### config.mk
export PLATFORM = sky130hd
export DESIGN_NAME = slope_conv_timer
export DESIGN_NICKNAME = d
export VERILOG_FILES = /design/src/rtl/sct_pkg.sv /design/src/rtl/sct_sync.sv /design/src/rtl/sct_window.sv /design/src/rtl/sct_capture.sv /design/src/rtl/slope_conv_timer.sv
export SDC_FILE = /design/constraint.sdc
export NUM_CORES = 1
export LEC_CHECK = 0
export BUFFER_PORTS_ARGS = -buffer_cell sky130_fd_sc_hd__clkbuf_2
export CORE_MARGIN = 2
export CORE_UTILIZATION = 25
export CTS_CLUSTER_DIAMETER = 200
export DETAILED_ROUTE_END_ITERATION = 10
export HOLD_SLACK_MARGIN = 0.15
export PLACE_DENSITY = 0.52
export REMOVE_ABC_BUFFERS = 1
export SLEW_MARGIN = 20
export SYNTH_ARGS = -nofsm -noshare
export SYNTH_HDL_FRONTEND = slang
export SYNTH_SLANG_ARGS = --single-unit
### constraint.sdc
create_clock -name clk -period 5.8 [get_ports clk]
set_clock_uncertainty 0.05 [all_clocks]
set_input_delay 1.16 -clock clk [delete_from_list [all_inputs] [get_ports clk]]
set_output_delay 1.16 -clock clk [all_outputs]
set_load 0.05 [all_outputs]
### src/rtl/sct_pkg.sv
package sct_pkg;
    localparam int CNT_W         = 15;
    localparam int DEFAULT_LIMIT = 21000;

    typedef logic [CNT_W-1:0] cnt_t;

    typedef enum logic {
        CAP_IDLE  = 1'b0,
        CAP_ARMED = 1'b1
    } cap_state_e;

    typedef struct packed {
        cnt_t value;
        logic no_cross;
        logic early;
    } conv_res_t;

    localparam cnt_t CNT_ONES = '1;

    function automatic cnt_t sat_step(input cnt_t cur, input cnt_t lim);
        return (cur >= lim) ? cur : cnt_t'(cur + 1'b1);
    endfunction
endpackage

### src/rtl/sct_sync.sv
module sct_sync #(
    parameter int WIDTH  = 2,
    parameter int STAGES = 2
) (
    input  logic             clk,
    input  logic             rst,
    input  logic [WIDTH-1:0] din,
    output logic [WIDTH-1:0] lvl,
    output logic [WIDTH-1:0] lvl_d
);
    // STAGES synchronizing flops plus one extra flop for edge detection
    for (genvar s = 0; s <= STAGES; s++) begin : g_stage
        logic [WIDTH-1:0] q;
        if (s == 0) begin : g_first
            always_ff @(posedge clk) begin
                if (rst) q <= '0;
                else     q <= din;
            end
        end else begin : g_next
            always_ff @(posedge clk) begin
                if (rst) q <= '0;
                else     q <= g_stage[s-1].q;
            end
        end
    end

    assign lvl   = g_stage[STAGES-1].q;
    assign lvl_d = g_stage[STAGES].q;
endmodule

### src/rtl/sct_window.sv
module sct_window
    import sct_pkg::*;
(
    input  logic clk,
    input  logic rst,
    input  logic sync_lvl,
    input  logic sync_rise,
    input  cnt_t limit,
    output cnt_t count,
    output logic fault
);
    // Counter is cleared while the frame is low and saturates at the limit
    always_ff @(posedge clk) begin
        if (rst || !sync_lvl) count <= '0;
        else                  count <= sat_step(count, limit);
    end

    // Fault is raised when the limit is hit inside a high phase and cleared at the next frame rise
    always_ff @(posedge clk) begin
        if (rst)                              fault <= 1'b0;
        else if (sync_rise)                   fault <= 1'b0;
        else if (sync_lvl && count >= limit)  fault <= 1'b1;
    end
endmodule

### src/rtl/sct_capture.sv
module sct_capture
    import sct_pkg::*;
(
    input  logic      clk,
    input  logic      rst,
    input  logic      sync_lvl,
    input  logic      sync_rise,
    input  logic      cmp_lvl,
    input  logic      cmp_rise,
    input  cnt_t      count,
    output conv_res_t res,
    output logic      valid
);
    cap_state_e state_q, state_d;
    conv_res_t  res_d;
    logic       valid_d;

    always_comb begin
        state_d = state_q;
        res_d   = res;
        valid_d = 1'b0;
        if (sync_rise) begin
            if (cmp_lvl) begin
                res_d   = '{value: '0, no_cross: 1'b0, early: 1'b1};
                valid_d = 1'b1;
                state_d = CAP_IDLE;
            end else begin
                state_d = CAP_ARMED;
            end
        end else if (state_q == CAP_ARMED) begin
            // A frame close takes precedence over a comparator rise seen in the same cycle
            if (!sync_lvl) begin
                res_d   = '{value: CNT_ONES, no_cross: 1'b1, early: 1'b0};
                valid_d = 1'b1;
                state_d = CAP_IDLE;
            end else if (cmp_rise) begin
                res_d   = '{value: count, no_cross: 1'b0, early: 1'b0};
                valid_d = 1'b1;
                state_d = CAP_IDLE;
            end
        end
    end

    always_ff @(posedge clk) begin
        if (rst) begin
            state_q <= CAP_IDLE;
            res     <= '0;
            valid   <= 1'b0;
        end else begin
            state_q <= state_d;
            res     <= res_d;
            valid   <= valid_d;
        end
    end
endmodule

### src/rtl/slope_conv_timer.sv
module slope_conv_timer
    import sct_pkg::*;
#(
    parameter int SYNC_STAGES = 2
) (
    input  logic             clk,
    input  logic             rst,
    input  logic             conv_sync,
    input  logic             cmp_async,
    input  logic [CNT_W-1:0] win_limit,
    output logic [CNT_W-1:0] result,
    output logic             result_valid,
    output logic             no_cross,
    output logic             early_cross,
    output logic             sync_fault
);
    localparam int N_IN    = 2;
    localparam int IDX_SYN = 0;
    localparam int IDX_CMP = 1;

    logic [N_IN-1:0] in_lvl, in_lvl_d;
    logic            sync_rise, cmp_rise;
    cnt_t            count;
    conv_res_t       res;

    sct_sync #(.WIDTH(N_IN), .STAGES(SYNC_STAGES)) u_sync (
        .clk   (clk),
        .rst   (rst),
        .din   ({cmp_async, conv_sync}),
        .lvl   (in_lvl),
        .lvl_d (in_lvl_d)
    );

    assign sync_rise = in_lvl[IDX_SYN] & ~in_lvl_d[IDX_SYN];
    assign cmp_rise  = in_lvl[IDX_CMP] & ~in_lvl_d[IDX_CMP];

    sct_window u_window (
        .clk       (clk),
        .rst       (rst),
        .sync_lvl  (in_lvl[IDX_SYN]),
        .sync_rise (sync_rise),
        .limit     (win_limit),
        .count     (count),
        .fault     (sync_fault)
    );

    sct_capture u_capture (
        .clk       (clk),
        .rst       (rst),
        .sync_lvl  (in_lvl[IDX_SYN]),
        .sync_rise (sync_rise),
        .cmp_lvl   (in_lvl[IDX_CMP]),
        .cmp_rise  (cmp_rise),
        .count     (count),
        .res       (res),
        .valid     (result_valid)
    );

    assign result      = res.value;
    assign no_cross    = res.no_cross;
    assign early_cross = res.early;
endmodule

==> results of run 1 <==
-- per-layer routing --
layer	routed length, um	vias up	share of wire	global-route usage
met5	0	-	0	0
met4	36	0	0.0079	0.0290
met3	196	4	0.043	0.0313
met2	2170	25	0.47	0.192
met1	2170	800	0.48	0.144
li1	-	903	-	-
-- sequential cells by signal (all words and copies together), names as in the netlist --
name / flops
u_capture.res: 17
u_window.count: 15
u_sync.g_stage.q: 2
u_sync.lvl: 2
u_sync.lvl_d: 2
u_capture.state_q: 1
u_capture.valid: 1
u_window.fault: 1
-- synth_stat cells --
cell type  instances  area (sq um)
nor2_1            19          71.3
or3_1              4          25.0
and4_1             1          8.76
o31ai_1            2          15.0
or2_2              1          6.26
xor2_1             2          17.5
o21ai_0            4          20.0
a221o_1            1          10.0
a221oi_1           1          8.76
ha_1              16           200
nand2_1           29           109
nand3_1            5          25.0
clkbuf_1           8          30.0
inv_1             23          86.3
nor2b_1            8          50.1
a21oi_2            2          17.5
xnor2_1            1          8.76
and3_1             2          12.5
buf_6              1          11.3
nor4_1             1          6.26
o21ai_1            3          15.0
nor3_1             2          10.0
a311oi_1          15           131
mux2i_1            1          10.0
clkbuf_8           1          13.8
dfxtp_1           41           821
a21oi_1           19          95.1
or4_1              6          45.0
nand2b_1           2          12.5
o21ai_2            1          8.76
nand4_1            2          12.5
o22a_1             1          8.76
o21a_1             1          7.51
o31a_1             1          8.76
buf_2              1          5.00
and2_1             1          6.26
nand3b_1           1          7.51
o211ai_1           6          45.0
a21o_1             1          7.51
-- area by class of cell --
cell class	instances	area, sq um	share of cell area
Multi-Input combinational cell	162	1040	0.435
Sequential cell	41	821	0.342
Timing Repair Buffer	37	185	0.0772
Tap cell	102	128	0.0532
Inverter	23	86.3	0.0360
Clock buffer	5	68.8	0.0287
Clock inverter	3	65.1	0.0271
-- per-stage QoR --
stage / area, sq um / hold slack (ps) / utilization / setup slack [ps] / total power [W]
after global placement: 2260 / 371 / 0.291 / 2450 / 0.000350
after floorplan: 1950 / 364 / - / 2670 / 0.000333
after global routing: 2400 / 414 / 0.309 / 2550 / 0.000642
after CTS: 2400 / 395 / 0.309 / 2700 / 0.000622
after detailed placement: 2260 / 376 / 0.291 / 2390 / 0.000351
final: 2400 / 392 / 0.309 / 2690 / 0.000613
-- cells by family after synthesis --
family,Yosys count,synth area share
AOI/OAI and AO/OA,58,0.199
xor gates and xnor gates,3,0.0131
adders and majority gates,16,0.0996
buffers and inverters,34,0.0728
DFF,41,0.408
muxes,1,0.00498
and+or+nand+nor,84,0.203
-- power breakdown --
part | switching (W) | internal (W)
clock | 0.0000988 | 0.000171
combinational | 0.0000338 | 0.0000163
sequential | 0.00000552 | 0.000288
-- cell usage in the layout (no fill, tap or decap), types with 2 or more instances in the layout --
| master | instances |
|---|---|
| or4_1 | 6 |
| nand4_1 | 2 |
| o31ai_1 | 2 |
| dfxtp_1 | 41 |
| bufinv_16 | 2 |
| nand3_1 | 5 |
| ha_1 | 16 |
| nand2b_1 | 2 |
| nor2_1 | 19 |
| clkbuf_8 | 5 |
| a311oi_1 | 15 |
| nor3_1 | 2 |
| nor2b_1 | 8 |
| o21ai_1 | 3 |
| and3_1 | 2 |
| o21ai_0 | 4 |
| or3_1 | 4 |
| a21oi_1 | 19 |
| a21oi_2 | 2 |
| nand2_1 | 29 |
| clkbuf_2 | 37 |
| xor2_1 | 2 |
| inv_1 | 23 |
| o211ai_1 | 6 |
-- final timing paths --
kind	end	start	slack [ps]
worst max-delay path	u_window.count[11]$_SDFFE_PP0N_	win_limit[8]	2690
worst min-delay path	u_sync.lvl[1]$_SDFF_PP0_	u_sync.g_stage[0].q[1]$_SDFF_PP0_	390
worst max register to register	u_capture.res[5]$_SDFFE_PP0P_	u_sync.lvl_d[0]$_SDFF_PP0_	3180
worst min register to register	u_sync.lvl[1]$_SDFF_PP0_	u_sync.g_stage[0].q[1]$_SDFF_PP0_	390
==> impl_metrics.yaml, run 1 <==
timing:
  hold_violations: 0
  tns_ps: 0
  max_freq_ghz: 0.321
  tightest_slew_ps: 895
  rsz0062_at_grt: "false"
  period_share: 0.537
  slew_headroom: 0.403
  min_period_ps: 3110
  slew_viol_final: 0
  setup_violations: 0
route:
  vias: 1732
  avgRoutedWirePerCell_um: 12.3
  vias_per_cell: 4.64
  drt_first_pass_iters: 5
  antenna_left: 0
  drc_errors: 0
  drt_iter0_markers: 73
  routed_wl_mm: 4.57
global_routing:
  track_usage: 0.114
  antenna_found_initial: 0
  grt_pass1_vias: 1705
  grt_pass1_wl_mm: 8.00
  grt_overflow: 0
  grt_max_degree: 26
die:
  pin_count: 38
  start_util: 0.259
  die_h_um: 93.7
  core_area_sq_um: 7770
  dieArea_sq_um: 8780
  fp-row-count: 32
  die_w_um: 93.7
worst_setup_path:
  reg2reg_depth: 5
  crit_buf_inv: 2
  end_kind: "flip-flop"
  cp_num_cells: 9
  crit_type: "input pin to flip-flop"
  crit_chain: "clkbuf_2, inv_1, ha_1, a21o_1, a221o_1, a21oi_2, o21ai_2, or4_1, a21oi_1"
  cp.arrival_ps: 3270
  max_stage_delay_ps: 580
  path_max_fanout: 25
  cp_top_family: "compound AO/OA/AOI/OAI gates"
  critical-path-slowest-cell: "or4_1"
  worstPathRequired_ps: 5960
  start_kind: "input pin"
place:
  hpwl_mm: 3.36
  dpl.cell_count: 365
  portBuffers: 37
  gp_congestion: 0.691
worst_hold_path:
  hp-class: "flip-flop to flip-flop"
  hold_path_depth: 1
cts:
  cts_made_buffers: 5
  cts.sinks: 41
  cts_setup_buffers: 0
  cts.path.max_buffers: 2
  htreeDepth: 2
  clk_pin_slew_ps: 80
  cts.root.buffer_cell: "clkbuf_8"
  cts-resized-gates: 0
  cts_tree: "built"
  cts-hold-fix-buffers: 0
  clock_latency_ps: 290
finish:
  antenna_cells: 0
  drive_above_1_share: 0.181
  area_growth_pct: 19.2
  instances_no_fill: 373
  nets: 305
  fillCellCount: 862
yosys:
  seq_area_frac_synth: 0.408
  ys_warn_count: 0
  ys_types: 39
  syn_area_per_cell_sq_um: 8.48
  syn_inst: 237
  synth_seq_cells: 41
  synth_area_sq_um: 2010
job:
  max_cap_violations: 0
pwr:
  vdd_drop_max_uv: 81.6
  power_density_nw_per_um2: 256
  cellLeakagePower_nw: 0.979
run_status:
  status: "completed"
No activity file was read; power rests on OpenSTA's default activity.
==> run 2, diff against run 1 <==
clock period = 2.9 ns   (was 5.8 ns; I/O delays follow)
==> run 2 against run 1 <==
Design area is 1.6% higher. Critical path type is now flip-flop to flip-flop. Sequential share of layout area is 0.55 points lower. Largest power group unchanged. Sequential power is 100% higher. Clock power is 79% higher. Utilization is 0.50 points higher. Hold slack better by 0.62 ps. Sequential cell count stayed put. Total power is 91% higher. First-iteration DRC count is 23% higher. Critical path depth is 1 lower.
==> impl_metrics.yaml, run 2 (synthesis gave the netlist of run 1 again) <==
run_status:
  status: "completed"
route:
  routed_wl_mm: 4.63
  avgRoutedWirePerCell_um: 12.2
  drt_iter0_markers: 90
  drc_errors: 0
  vias: 1751
  drt_first_pass_iters: 4
  vias_per_cell: 4.61
  antenna_left: 0
finish:
  top_register: "u_capture.res"
  mostFrequentLayoutCells: "41 x dfxtp_1, 37 x clkbuf_2, 29 x nand2_1, 23 x inv_1"
  largest_reg_flops: 17
  drive_above_1_share: 0.201
  area_growth_pct: 21.2
  nets: 312
  top_regs: "u_capture.res: 17 flops, u_window.count: 15 flops"
  final_common_cell: "dfxtp_1"
  utilization: 0.314
  fillCellCount: 863
  antenna_cells: 0
cts:
  htreeDepth: 2
  cts-resized-gates: 0
  cts.root.buffer_cell: "clkbuf_8"
  cts_setup_buffers: 0
  cts.path.max_buffers: 2
  cts_tree: "built"
  cts.sinks: 41
  cts_made_buffers: 5
  clk_pin_slew_ps: 80
  cts-hold-fix-buffers: 0
  clock_latency_ps: 300
worst_hold_path:
  hold_end: "u_sync.lvl[0]$_SDFF_PP0_"
  hold_path.startpoint: "u_sync.g_stage[0].q[0]$_SDFF_PP0_"
  hp-class: "flip-flop to flip-flop"
  hold_path_depth: 1
pwr:
  power_density_nw_per_um2: 481
  cellLeakagePower_nw: 1.01
  p_int_w: 0.000891
  pwr-share-comb: 0.089
  net-switching-power_w: 0.000282
  seq_power_share: 0.499
  clkPwrFrac: 0.412
  vdd_drop_max_uv: 161
  switching_share: 0.241
worst_setup_path:
  max_stage_delay_ps: 460
  r2r-end: "u_window.count[14]$_SDFFE_PP0N_"
  worstPathRequired_ps: 3070
  cp_top_family: "compound AO/OA/AOI/OAI gates"
  worst-r2r-setup-slack_ps: 380
  critical-path-slowest-cell: "dfxtp_1"
  start_kind: "flip-flop"
  path_max_fanout: 16
  end_kind: "flip-flop"
  crit_type: "flip-flop to flip-flop"
  reg2reg_from: "u_window.count[8]$_SDFFE_PP0N_"
  reg2reg_depth: 8
  crit_buf_inv: 1
  crit_chain: "ha_1, a21o_1, a221o_1, a21oi_2, o21ai_2, buf_4, or3_1, a21oi_1"
  cp.arrival_ps: 2690
  critPathLaunch: "u_window.count[8]$_SDFFE_PP0N_"
timing:
  period_share: 0.870
  hold_violations: 0
  slew_viol_final: 0
  tns_ps: 0
  max_freq_ghz: 0.397
  min_period_ps: 2520
  tightest_slew_ps: 655
  rsz0062_at_grt: "false"
  setup_violations: 0
  slew_headroom: 0.563
die:
  core_area_sq_um: 7770
  start_util: 0.259
  dieArea_sq_um: 8780
  die_w_um: 93.7
  die_h_um: 93.7
  fp-row-count: 32
  pin_count: 38
global_routing:
  grt_max_degree: 25
  grt_overflow: 0
  grt_pass1_wl_mm: 7.92
  antenna_found_initial: 0
  track_usage: 0.112
  grt_pass1_vias: 1727
place:
  portBuffers: 37
  hpwl_mm: 3.42
  gp_congestion: 0.731
job:
  max_cap_violations: 0
-- run 2: changes by cell type in the layout (fill, tap and decap cells not counted), sizes merged --
cell | before | now
buf | 0 | 7
bufinv | 2 | 1
clkbuf | 42 | 43
clkinv | 1 | 0
clkinvlp | 0 | 1
-- run 2: through the flow --
step | hold slack, ps | power, W | setup WS, ps | area [sq um] | std cells
after floorplan | 364 | 0.000665 | 349 | 1950 | 226
after global placement | 372 | 0.000703 | 187 | 2320 | 372
after detailed placement | 377 | 0.000705 | 145 | 2320 | 372
after CTS | 403 | 0.00119 | 396 | 2440 | 380
after global routing | 419 | 0.00123 | 205 | 2440 | 380
final | 393 | 0.00117 | 378 | 2440 | 380
-- run 2: how the worst max path moves through the flow --
stage | end | slack, ps | depth (start not counted)
2_1_floorplan | u_window.count[9]$_SDFFE_PP0N_ | 350 | 8
3_3_place_gp | u_window.count[13]$_SDFFE_PP0N_ | 190 | 10
3_5_place_dp | u_window.count[13]$_SDFFE_PP0N_ | 150 | 10
4_1_cts | u_window.count[14]$_SDFFE_PP0N_ | 400 | 8
5_1_grt | u_window.count[10]$_SDFFE_PP0N_ | 210 | 8
6_report | u_window.count[14]$_SDFFE_PP0N_ | 380 | 8
-- run 2: final cells by class --
| type | count | area [sq um] | share of cell area |
|---|---|---|---|
| Clock buffer | 6 | 82.6 | 0.0339 |
| Clock inverter | 2 | 37.5 | 0.0154 |
| Inverter | 23 | 86.3 | 0.0354 |
| Multi-Input combinational cell | 162 | 1040 | 0.428 |
| Sequential cell | 41 | 821 | 0.337 |
| Tap cell | 102 | 128 | 0.0524 |
| Timing Repair Buffer | 44 | 238 | 0.0976 |
-- run 2: layer usage --
layer,part of all wire,GRT usage,vias to the layer above
met2,0.48,0.193,26
met4,0.0093,0.0290,0
met1,0.48,0.140,804
li1,-,-,916
met5,0,0,-
met3,0.034,0.0289,5
-- run 2: power by group through the flow --
stage               Sequential [W]  Clock (W)  Combinational [W]
floorplan                 0.000630          0          0.0000353
global placement          0.000599          0           0.000104
detailed placement        0.000599          0           0.000106
CTS                       0.000586   0.000496           0.000106
global route              0.000588   0.000522           0.000116
finish                    0.000586   0.000483           0.000104
